$ cat config.mk
export PLATFORM = sky130hd
export DESIGN_NAME = slot_rx_eval
export DESIGN_NICKNAME = d
export VERILOG_FILES = /design/src/rtl/slot_rx_pkg.sv /design/src/rtl/slot_rx_rst_sync.sv /design/src/rtl/slot_rx_strobe_check.sv /design/src/rtl/slot_rx_slot_buffer.sv /design/src/rtl/slot_rx_frame_eval.sv /design/src/rtl/slot_rx_eval.sv
export SDC_FILE = /design/constraint.sdc
export NUM_CORES = 1
export LEC_CHECK = 0
export BUFFER_PORTS_ARGS = -buffer_cell sky130_fd_sc_hd__buf_2
export CORE_MARGIN = 10
export CORE_UTILIZATION = 50
export CTS_BUF_LIST = sky130_fd_sc_hd__clkbuf_8
export DETAILED_ROUTE_END_ITERATION = 6
export GPL_TIMING_DRIVEN = 0
export PLACE_DENSITY = 0.82
export SLEW_MARGIN = 20
export SYNTH_ARGS = -nofsm -noshare
export SYNTH_HDL_FRONTEND = slang
export SYNTH_SLANG_ARGS = --single-unit
export TNS_END_PERCENT = 50
$ cat constraint.sdc
create_clock -name clk -period 1.9 [get_ports clk]
set_input_delay 0.19 -clock clk [delete_from_list [all_inputs] [get_ports clk]]
set_output_delay 0.19 -clock clk [all_outputs]
set_load 0.01 [all_outputs]
$ cat src/rtl/slot_rx_pkg.sv
package slot_rx_pkg;

  typedef enum logic [1:0] {
    STB_IDLE  = 2'd0,
    STB_ONE   = 2'd1,
    STB_MULTI = 2'd2
  } stb_kind_t;

endpackage

$ cat src/rtl/slot_rx_rst_sync.sv
module slot_rx_rst_sync (
  input  logic clk,
  input  logic rst_n_in,
  output logic rst_n_out
);

  logic meta_q;
  logic sync_q;

  always_ff @(posedge clk or negedge rst_n_in) begin
    if (!rst_n_in) begin
      meta_q <= 1'b0;
      sync_q <= 1'b0;
    end else begin
      meta_q <= 1'b1;
      sync_q <= meta_q;
    end
  end

  assign rst_n_out = sync_q;

endmodule

$ cat src/rtl/slot_rx_strobe_check.sv
module slot_rx_strobe_check
  import slot_rx_pkg::*;
#(
  parameter int NUM_SLOTS = 3,
  parameter int ERR_W     = 4
) (
  input  logic                 clk,
  input  logic                 rst_n,
  input  logic [NUM_SLOTS-1:0] strobe_i,
  output logic [NUM_SLOTS-1:0] wr_en_o,
  output logic [ERR_W-1:0]     err_count_o
);

  localparam int CNT_W = $clog2(NUM_SLOTS + 1);
  localparam logic [ERR_W-1:0] ERR_MAX = {ERR_W{1'b1}};

  logic [CNT_W-1:0] hot_cnt;
  stb_kind_t        kind;
  logic [ERR_W-1:0] err_q;
  logic [ERR_W-1:0] err_n;
  logic             err_en;

  // classify the strobe bank
  always_comb begin
    hot_cnt = CNT_W'($countones(strobe_i));
    if (hot_cnt == '0)
      kind = STB_IDLE;
    else if (hot_cnt == CNT_W'(1))
      kind = STB_ONE;
    else
      kind = STB_MULTI;
    wr_en_o = (kind == STB_ONE) ? strobe_i : '0;
  end

  // error counter next state with explicit enable
  always_comb begin
    err_en = (kind == STB_MULTI) && (err_q != ERR_MAX);
    err_n  = err_q + 1'b1;
  end

  always_ff @(posedge clk or negedge rst_n) begin
    if (!rst_n)
      err_q <= '0;
    else if (err_en)
      err_q <= err_n;
  end

  assign err_count_o = err_q;


  multi_counts_chk: assert property (@(posedge clk) disable iff (!rst_n)
    ($countones(strobe_i) > 1 && err_count_o != ERR_MAX) |=>
      err_count_o == ERR_W'($past(err_count_o) + 1'b1));


  err_saturates_chk: assert property (@(posedge clk) disable iff (!rst_n)
    (err_count_o == ERR_MAX) |=> err_count_o == ERR_MAX);


  idle_no_count_chk: assert property (@(posedge clk) disable iff (!rst_n)
    (strobe_i == '0) |=> $stable(err_count_o));

endmodule

$ cat src/rtl/slot_rx_slot_buffer.sv
module slot_rx_slot_buffer #(
  parameter int SLOT_W    = 3,
  parameter int NUM_SLOTS = 3
) (
  input  logic                        clk,
  input  logic                        rst_n,
  input  logic [NUM_SLOTS-1:0]        wr_en_i,
  input  logic                        clr_i,
  input  logic [SLOT_W-1:0]           data_i,
  output logic [SLOT_W*NUM_SLOTS-1:0] pat_o
);

  localparam int WORD_W = SLOT_W * NUM_SLOTS;

  logic [WORD_W-1:0] pat_q;
  logic [WORD_W-1:0] pat_n;

  // one slice per slot: a write beats the clear
  for (genvar s = 0; s < NUM_SLOTS; s++) begin : g_slot
    always_comb begin
      if (wr_en_i[s])
        pat_n[s*SLOT_W +: SLOT_W] = data_i;
      else if (clr_i)
        pat_n[s*SLOT_W +: SLOT_W] = '0;
      else
        pat_n[s*SLOT_W +: SLOT_W] = pat_q[s*SLOT_W +: SLOT_W];
    end
  end

  always_ff @(posedge clk or negedge rst_n) begin
    if (!rst_n)
      pat_q <= '0;
    else
      pat_q <= pat_n;
  end

  assign pat_o = pat_q;


  hold_no_write_chk: assert property (@(posedge clk) disable iff (!rst_n)
    (!clr_i && wr_en_i == '0) |=> $stable(pat_o));


  clear_empty_chk: assert property (@(posedge clk) disable iff (!rst_n)
    (clr_i && wr_en_i == '0) |=> pat_o == '0);

endmodule

$ cat src/rtl/slot_rx_frame_eval.sv
module slot_rx_frame_eval #(
  parameter int WORD_W = 9
) (
  input  logic              clk,
  input  logic              rst_n,
  input  logic              wr_last_i,
  input  logic [WORD_W-1:0] pat_i,
  output logic              frame_done_o,
  output logic              dec_a_o,
  output logic              dec_b_o,
  output logic [WORD_W-1:0] word_o,
  output logic              word_valid_o
);

  logic              done_q, done_n;
  logic              dec_a_q, dec_a_n;
  logic              dec_b_q, dec_b_n;
  logic              valid_q, valid_n;
  logic [WORD_W-1:0] word_q;
  logic              word_en;

  always_comb begin
    done_n  = wr_last_i;
    word_en = done_q;
    if (done_q) begin
      valid_n = 1'b1;
      dec_a_n = pat_i[0];
      dec_b_n = pat_i[0] & pat_i[WORD_W-1];
    end else begin
      valid_n = 1'b0;
      dec_a_n = 1'b0;
      dec_b_n = 1'b0;
    end
  end

  always_ff @(posedge clk or negedge rst_n) begin
    if (!rst_n) begin
      done_q  <= 1'b0;
      dec_a_q <= 1'b0;
      dec_b_q <= 1'b0;
      valid_q <= 1'b0;
    end else begin
      done_q  <= done_n;
      dec_a_q <= dec_a_n;
      dec_b_q <= dec_b_n;
      valid_q <= valid_n;
    end
  end

  always_ff @(posedge clk or negedge rst_n) begin
    if (!rst_n)
      word_q <= '0;
    else if (word_en)
      word_q <= pat_i;
  end

  assign frame_done_o = done_q;
  assign dec_a_o      = dec_a_q;
  assign dec_b_o      = dec_b_q;
  assign word_o       = word_q;
  assign word_valid_o = valid_q;


  last_slot_done_chk: assert property (@(posedge clk) disable iff (!rst_n)
    wr_last_i |=> frame_done_o);


  eval_follows_done_chk: assert property (@(posedge clk) disable iff (!rst_n)
    frame_done_o |=> (word_valid_o && word_o == $past(pat_i)));


  dec_a_match_chk: assert property (@(posedge clk) disable iff (!rst_n)
    word_valid_o |-> (dec_a_o == word_o[0]));


  dec_b_match_chk: assert property (@(posedge clk) disable iff (!rst_n)
    word_valid_o |-> (dec_b_o == (word_o[0] && word_o[WORD_W-1])));


  pulse_width_chk: assert property (@(posedge clk) disable iff (!rst_n)
    (word_valid_o && !frame_done_o) |=> (!word_valid_o && !dec_a_o && !dec_b_o));


  word_hold_chk: assert property (@(posedge clk) disable iff (!rst_n)
    !frame_done_o |=> $stable(word_o));

endmodule

$ cat src/rtl/slot_rx_eval.sv
module slot_rx_eval
  import slot_rx_pkg::*;
#(
  parameter int SLOT_W    = 3,
  parameter int NUM_SLOTS = 3,
  parameter int ERR_W     = 4
) (
  input  logic                        clk,
  input  logic                        rst_n,
  input  logic [NUM_SLOTS-1:0]        strobe_i,
  input  logic [SLOT_W-1:0]           data_i,
  output logic                        frame_done_o,
  output logic                        dec_a_o,
  output logic                        dec_b_o,
  output logic [SLOT_W*NUM_SLOTS-1:0] word_o,
  output logic                        word_valid_o,
  output logic [ERR_W-1:0]            err_count_o
);

  localparam int WORD_W = SLOT_W * NUM_SLOTS;

  logic                 rst_n_sync;
  logic [NUM_SLOTS-1:0] wr_en;
  logic [WORD_W-1:0]    pat;
  logic                 frame_done;

  slot_rx_rst_sync u_rst (
    .clk       (clk),
    .rst_n_in  (rst_n),
    .rst_n_out (rst_n_sync)
  );

  slot_rx_strobe_check #(
    .NUM_SLOTS (NUM_SLOTS),
    .ERR_W     (ERR_W)
  ) u_stb (
    .clk         (clk),
    .rst_n       (rst_n_sync),
    .strobe_i    (strobe_i),
    .wr_en_o     (wr_en),
    .err_count_o (err_count_o)
  );

  slot_rx_slot_buffer #(
    .SLOT_W    (SLOT_W),
    .NUM_SLOTS (NUM_SLOTS)
  ) u_buf (
    .clk     (clk),
    .rst_n   (rst_n_sync),
    .wr_en_i (wr_en),
    .clr_i   (frame_done),
    .data_i  (data_i),
    .pat_o   (pat)
  );

  slot_rx_frame_eval #(
    .WORD_W (WORD_W)
  ) u_eval (
    .clk          (clk),
    .rst_n        (rst_n_sync),
    .wr_last_i    (wr_en[NUM_SLOTS-1]),
    .pat_i        (pat),
    .frame_done_o (frame_done),
    .dec_a_o      (dec_a_o),
    .dec_b_o      (dec_b_o),
    .word_o       (word_o),
    .word_valid_o (word_valid_o)
  );

  assign frame_done_o = frame_done;

endmodule

# [Word level (Yosys, flattened, before mapping)]
# Index checks and enable logic that the tools add are counted.
# W data, S select, Z words.
[word_totals] reg_bits=28 inputBits=8 out_inout_bits=17 elab_cells=34
[op_classes] n_addsub=3 n_eq_ne=4 muxes=10 bitwise_logic=1 reduce_logical=5
[op_table] cell="$mux W3" n=5
[op_table] cell="$reduce_bool A2 Y1" n=3
[op_table] cell="$add A4 B1 Y4 const B" n=1
[op_table] cell="$eq A2 B1 Y1 const B" n=2
[op_table] cell="$mux W2" n=2
[op_table] cell="$ne A4 B4 Y1 const B" n=1
[op_table] cell="$mux W1" n=3
[op_table] cell="$add A1 B1 Y2" n=1
[op_table] cell="$add A2 B1 Y2" n=1
[op_table] cell="$eq A2 B2 Y1 const B" n=1
[op_table] cell="$logic_not A2 Y1" n=1
[op_table] cell="$and A1 B1 Y1" n=1
[op_table] cell="$logic_and A1 B1 Y1" n=1

# [Longest topological paths before layout]
[logic_depth] depth_word=8 ltp_mapped=4

# [Modules after synthesis]
# A second synthesis with hierarchy kept.
[hier_totals] cells_unflattened=71 area_unflattened_um2=1111.1
[modules_own_cells] module="slot_rx_frame_eval" instances=1 cells_each=25 area_per_inst_um2=483.0 seq_area_each_um2=325.3
[modules_own_cells] module="slot_rx_slot_buffer" instances=1 cells_each=21 area_per_inst_um2=322.8 seq_area_each_um2=225.2
[modules_own_cells] module="slot_rx_strobe_check" instances=1 cells_each=22 area_per_inst_um2=251.5 seq_area_each_um2=100.1
[modules_own_cells] module="slot_rx_rst_sync" instances=1 cells_each=3 area_per_inst_um2=53.8 seq_area_each_um2=50.0

# [Worst setup path before layout]
# No wires, ideal clock.
[synth_path] kind="input port to flip-flop" start="in strobe_i[0]" end="reg u_stb.err_q[1], in the netlist u_stb.err_count_o[1]" setup_time_ps=125 arrival_ps=1289 t_required_ps=1775 slack_ps=486 path_stages=4 path_cell_list="inv_1 fa_1 a31oi_1 mux2_2"
[synth_via] elab_chain_cells=7
[synth_lines] element="start, declared" line_no="slot_rx_eval.sv:10" text="input logic [NUM_SLOTS-1:0] strobe_i,"
[synth_lines] element="$add A1 B1 Y2 (implied by the code) *" line_no="slot_rx_strobe_check.sv:25" text="hot_cnt = CNT_W'($countones(strobe_i));"
[synth_lines] element="$add A2 B1 Y2 (implied by the code) *" line_no="slot_rx_strobe_check.sv:25"
[synth_lines] element="$eq A2 B1 Y1" line_no="slot_rx_strobe_check.sv:28" text="else if (hot_cnt == CNT_W'(1))"
[synth_lines] element="$mux W2" line_no="slot_rx_strobe_check.sv:28"
[synth_lines] element="$mux W2 *" line_no="slot_rx_strobe_check.sv:26" text="if (hot_cnt == '0)"
[synth_lines] element="$eq A2 B2 Y1 *" line_no="slot_rx_strobe_check.sv:37" text="err_en = (kind == STB_MULTI) && (err_q != ERR_MAX);"
[synth_lines] element="$logic_and A1 B1 Y1 *" line_no="slot_rx_strobe_check.sv:37"
[synth_lines] element="end signal, assigned" line_no="slot_rx_strobe_check.sv:45" text="err_q <= err_n;"
[synth_lines] element="end, declared" line_no="slot_rx_strobe_check.sv:19" text="logic [ERR_W-1:0] err_q;"
# Mark *: on every way between the ends. The rest lies on a longest branch, timed or not.
# A chain may end at the register's enable or synchronous reset.

# [Worst setup path in the final report]
[layout_path] start="reg u_stb.err_q[0], in the netlist u_stb.err_count_o[0]" end="reg u_stb.err_q[1], in the netlist u_stb.err_count_o[1]"
[layout_via] elab_chain_cells=2
[layout_lines] element="branches (longest 2 deep; another with $add A4 B1 Y4)"
# Several ways; the timed one is not identified.

==> metrics <==
status complete, no violations; Synth area leaders dfrtp_1, mux2_2, nor2b_1; Worst Skew around 0.0028 ns; Async SR Flop Fraction 1.00; I/O Buffers 24; multi-input logic area ~410 um2; Avg Inst Size Synth ~15 um2; Final Cycle Share 0.755; first-pass GRT wire length between 3 and 4 mm; total grt overflow 0; min Tclk post-route around 1.4 ns; Pwr Density roughly 1300 mW/mm2; number of DRC markers in iteration 0 20; Initial Util 0.517; Finished Layout Cells 135; Syn Inst Count 78; max cap viols 0; FMAX roughly 0.70 GHz; synthesized area between 0.001 and 0.0015 mm2; register area share after synthesis 0.619; worst-path maximum fanout 4; post-cts resize count 0; Final #Nets 118; RSZ-0062 raised after global routing no; Post-synth EDFFs 0; final WL 1.96 mm; Startpoint Class flop; Setup Total Neg Slack 0 ns; CP Class reg2reg; share of cells above drive strength 1 0.486; hold path cells 2; post-detailed-route count of antenna-violating nets 0; largest net degree at the start of global routing 27; top-count cell post-synth dfrtp_1; final hold violations 0; clk sinks 28; Top FF cell, synth dfrtp_1; Area growth, synth to finish 19.6%; Core Area about 0.0022 mm2; TritonCTS buffer count 3; H-tree depth 1; Ant. Diodes 0; final setup fails 0; vias per cell 5.04; # fillers about 180; DIE HEIGHT slightly below 70 um; Final Util 0.618; Syn. warnings 0; commonest cells in the synthesized netlist dfrtp_1, mux2_2, nor2b_1; LEAKAGE roughly 0.00070 uW; CTS tree built; vias in the first global route roughly 800; worst skew pair latency about 0.27 ns; clock root buffer clkbuf_8; Required @ worst endpoint a little over 2 ns; Die ar. around 0.0046 mm2; Rel. slew slack 0.640; I/O pin cnt 25; antenna violations before repair 0; Die Span X 67.6 um; GRT Util Overall 0.0965; DR DRC count 0; DR vias between 600 and 700; Final Max Slew Viols 0; WL per Instance 14.5 um; largest area contributor in the netlist dfrtp_1; R2R depth 3; Longest Clk Path Bufs 2; placed instance count 130; detailed placement HPWL roughly 1.5 mm; Clock transition at path regs around 0.090 ns; row count 17; area share of the leading cell type in the synthesized netlist 0.619; Placer Congestion approximately 0.70; Min-Delay Path Class in2reg; pin slew with the least headroom to its limit 0.540 ns; distinct cell type count after synthesis 15; Max rail drop VDD between 0.6 and 0.7 mV; 1st-pass router iterations 3; arrival time at the worst endpoint between 1.5 and 2 ns; syn_nets 88; Crit. End Element flop; Yosys reg bits 28; storage element area approximately 700 um2
==> metrics by stage <==
step / worst slack (ns) / power [uW] / cell area [um2] / hold WS, ns
6_report: 0.465 / 1770 / 1350 / 0.178
5_1_grt: 0.396 / 1890 / 1350 / 0.174
4_1_cts: 0.458 / 1800 / 1350 / 0.171
3_5_place_dp: 0.273 / 1440 / 1290 / -0.0236
3_3_place_gp: 0.328 / 1390 / 1290 / -0.0253
2_1_floorplan: 0.486 / 1210 / 1130 / -0.106
==> critical path: stages (launching register included) <==
cell     delay (ns)
dfrtp_1        0.43
ha_1           0.24
a31oi_1        0.29
mux2_2         0.37
==> report_power, final <==
| part | internal, uW | switching, uW |
|---|---|---|
| clock network | 185 | 172 |
| logic | 290 | 224 |
| registers | 771 | 124 |
==> placed cells by master (no fill, tap or decap) <==
cell type,Yosys,final
clkbuf_8,0,4
mux2_2,21,21
nor2b_1,10,10
ha_1,1,1
dfrtp_2,0,1
xor2_1,1,1
dlygate4sd3_1,0,1
inv_1,4,4
and3_1,1,1
nand2b_1,2,2
buf_2,2,26
fa_1,1,1
conb_1,1,1
and2_1,1,1
nand4b_1,1,1
a31oi_1,1,1
dfrtp_1,28,27
nand3b_1,3,3
==> cells by family (layout without fill, tap and decap cells) <==
family                     after synthesis  count (layout)  synth area share
and+or+nand+nor                         18              18             0.105
DFF                                     28              28             0.619
adders and majority gates                2               2            0.0287
xor gates and xnor gates                 1               1           0.00774
other                                    1               1           0.00331
muxes                                   21              21             0.209
AOI/OAI and AO/OA                        1               1           0.00553
buffers and inverters                    6              35            0.0221
==> area by class of cell <==
class / instances / area share
inverter: 4 / 0.0111
clock buffer: 4 / 0.0407
tap: 28 / 0.0259
sequential: 28 / 0.518
timing repair buffer: 25 / 0.0961
multi-input combinational: 44 / 0.300
buffer: 2 / 0.00739
==> routing by layer <==
metal,vias up,track usage,wire length (um)
li1,316,-,-
met1,341,0.0954,770
met2,19,0.168,994
met3,5,0.0347,150
met4,0,0.0615,47
met5,-,0,0
==> state kept, by name (all words and copies together) (netlist names) <==
signal / count
u_eval.word_o: 9
u_eval.dec_a_o: 1
u_rst.rst_n_out: 1
u_eval.dec_b_o: 1
u_eval.frame_done_o: 1
u_eval.word_valid_o: 1
u_stb.err_count_o: 4
u_buf.pat_o: 9
u_rst.meta_q: 1
==> worst paths after layout <==
path                                            from              endpoint  slack (ns)
worst max register to register  u_stb.err_count_o[0]  u_stb.err_count_o[1]        0.46
max in group asynchronous            u_rst.rst_n_out   u_eval.frame_done_o        1.28
worst max-delay path            u_stb.err_count_o[0]  u_stb.err_count_o[1]        0.46
min in group asynchronous                      rst_n       u_rst.rst_n_out        0.22
worst min register to register       u_rst.rst_n_out        u_buf.pat_o[7]        0.26
worst min-delay path                       data_i[0]        u_buf.pat_o[6]        0.18
==> what timing repair did <==
item	CTS	global route
endpoints found under the hold margin	2	0
setup endpoints to repair	0	0
setup buffers	0	0
hold buffers	1	0
(Power assumes the default switching activity.)
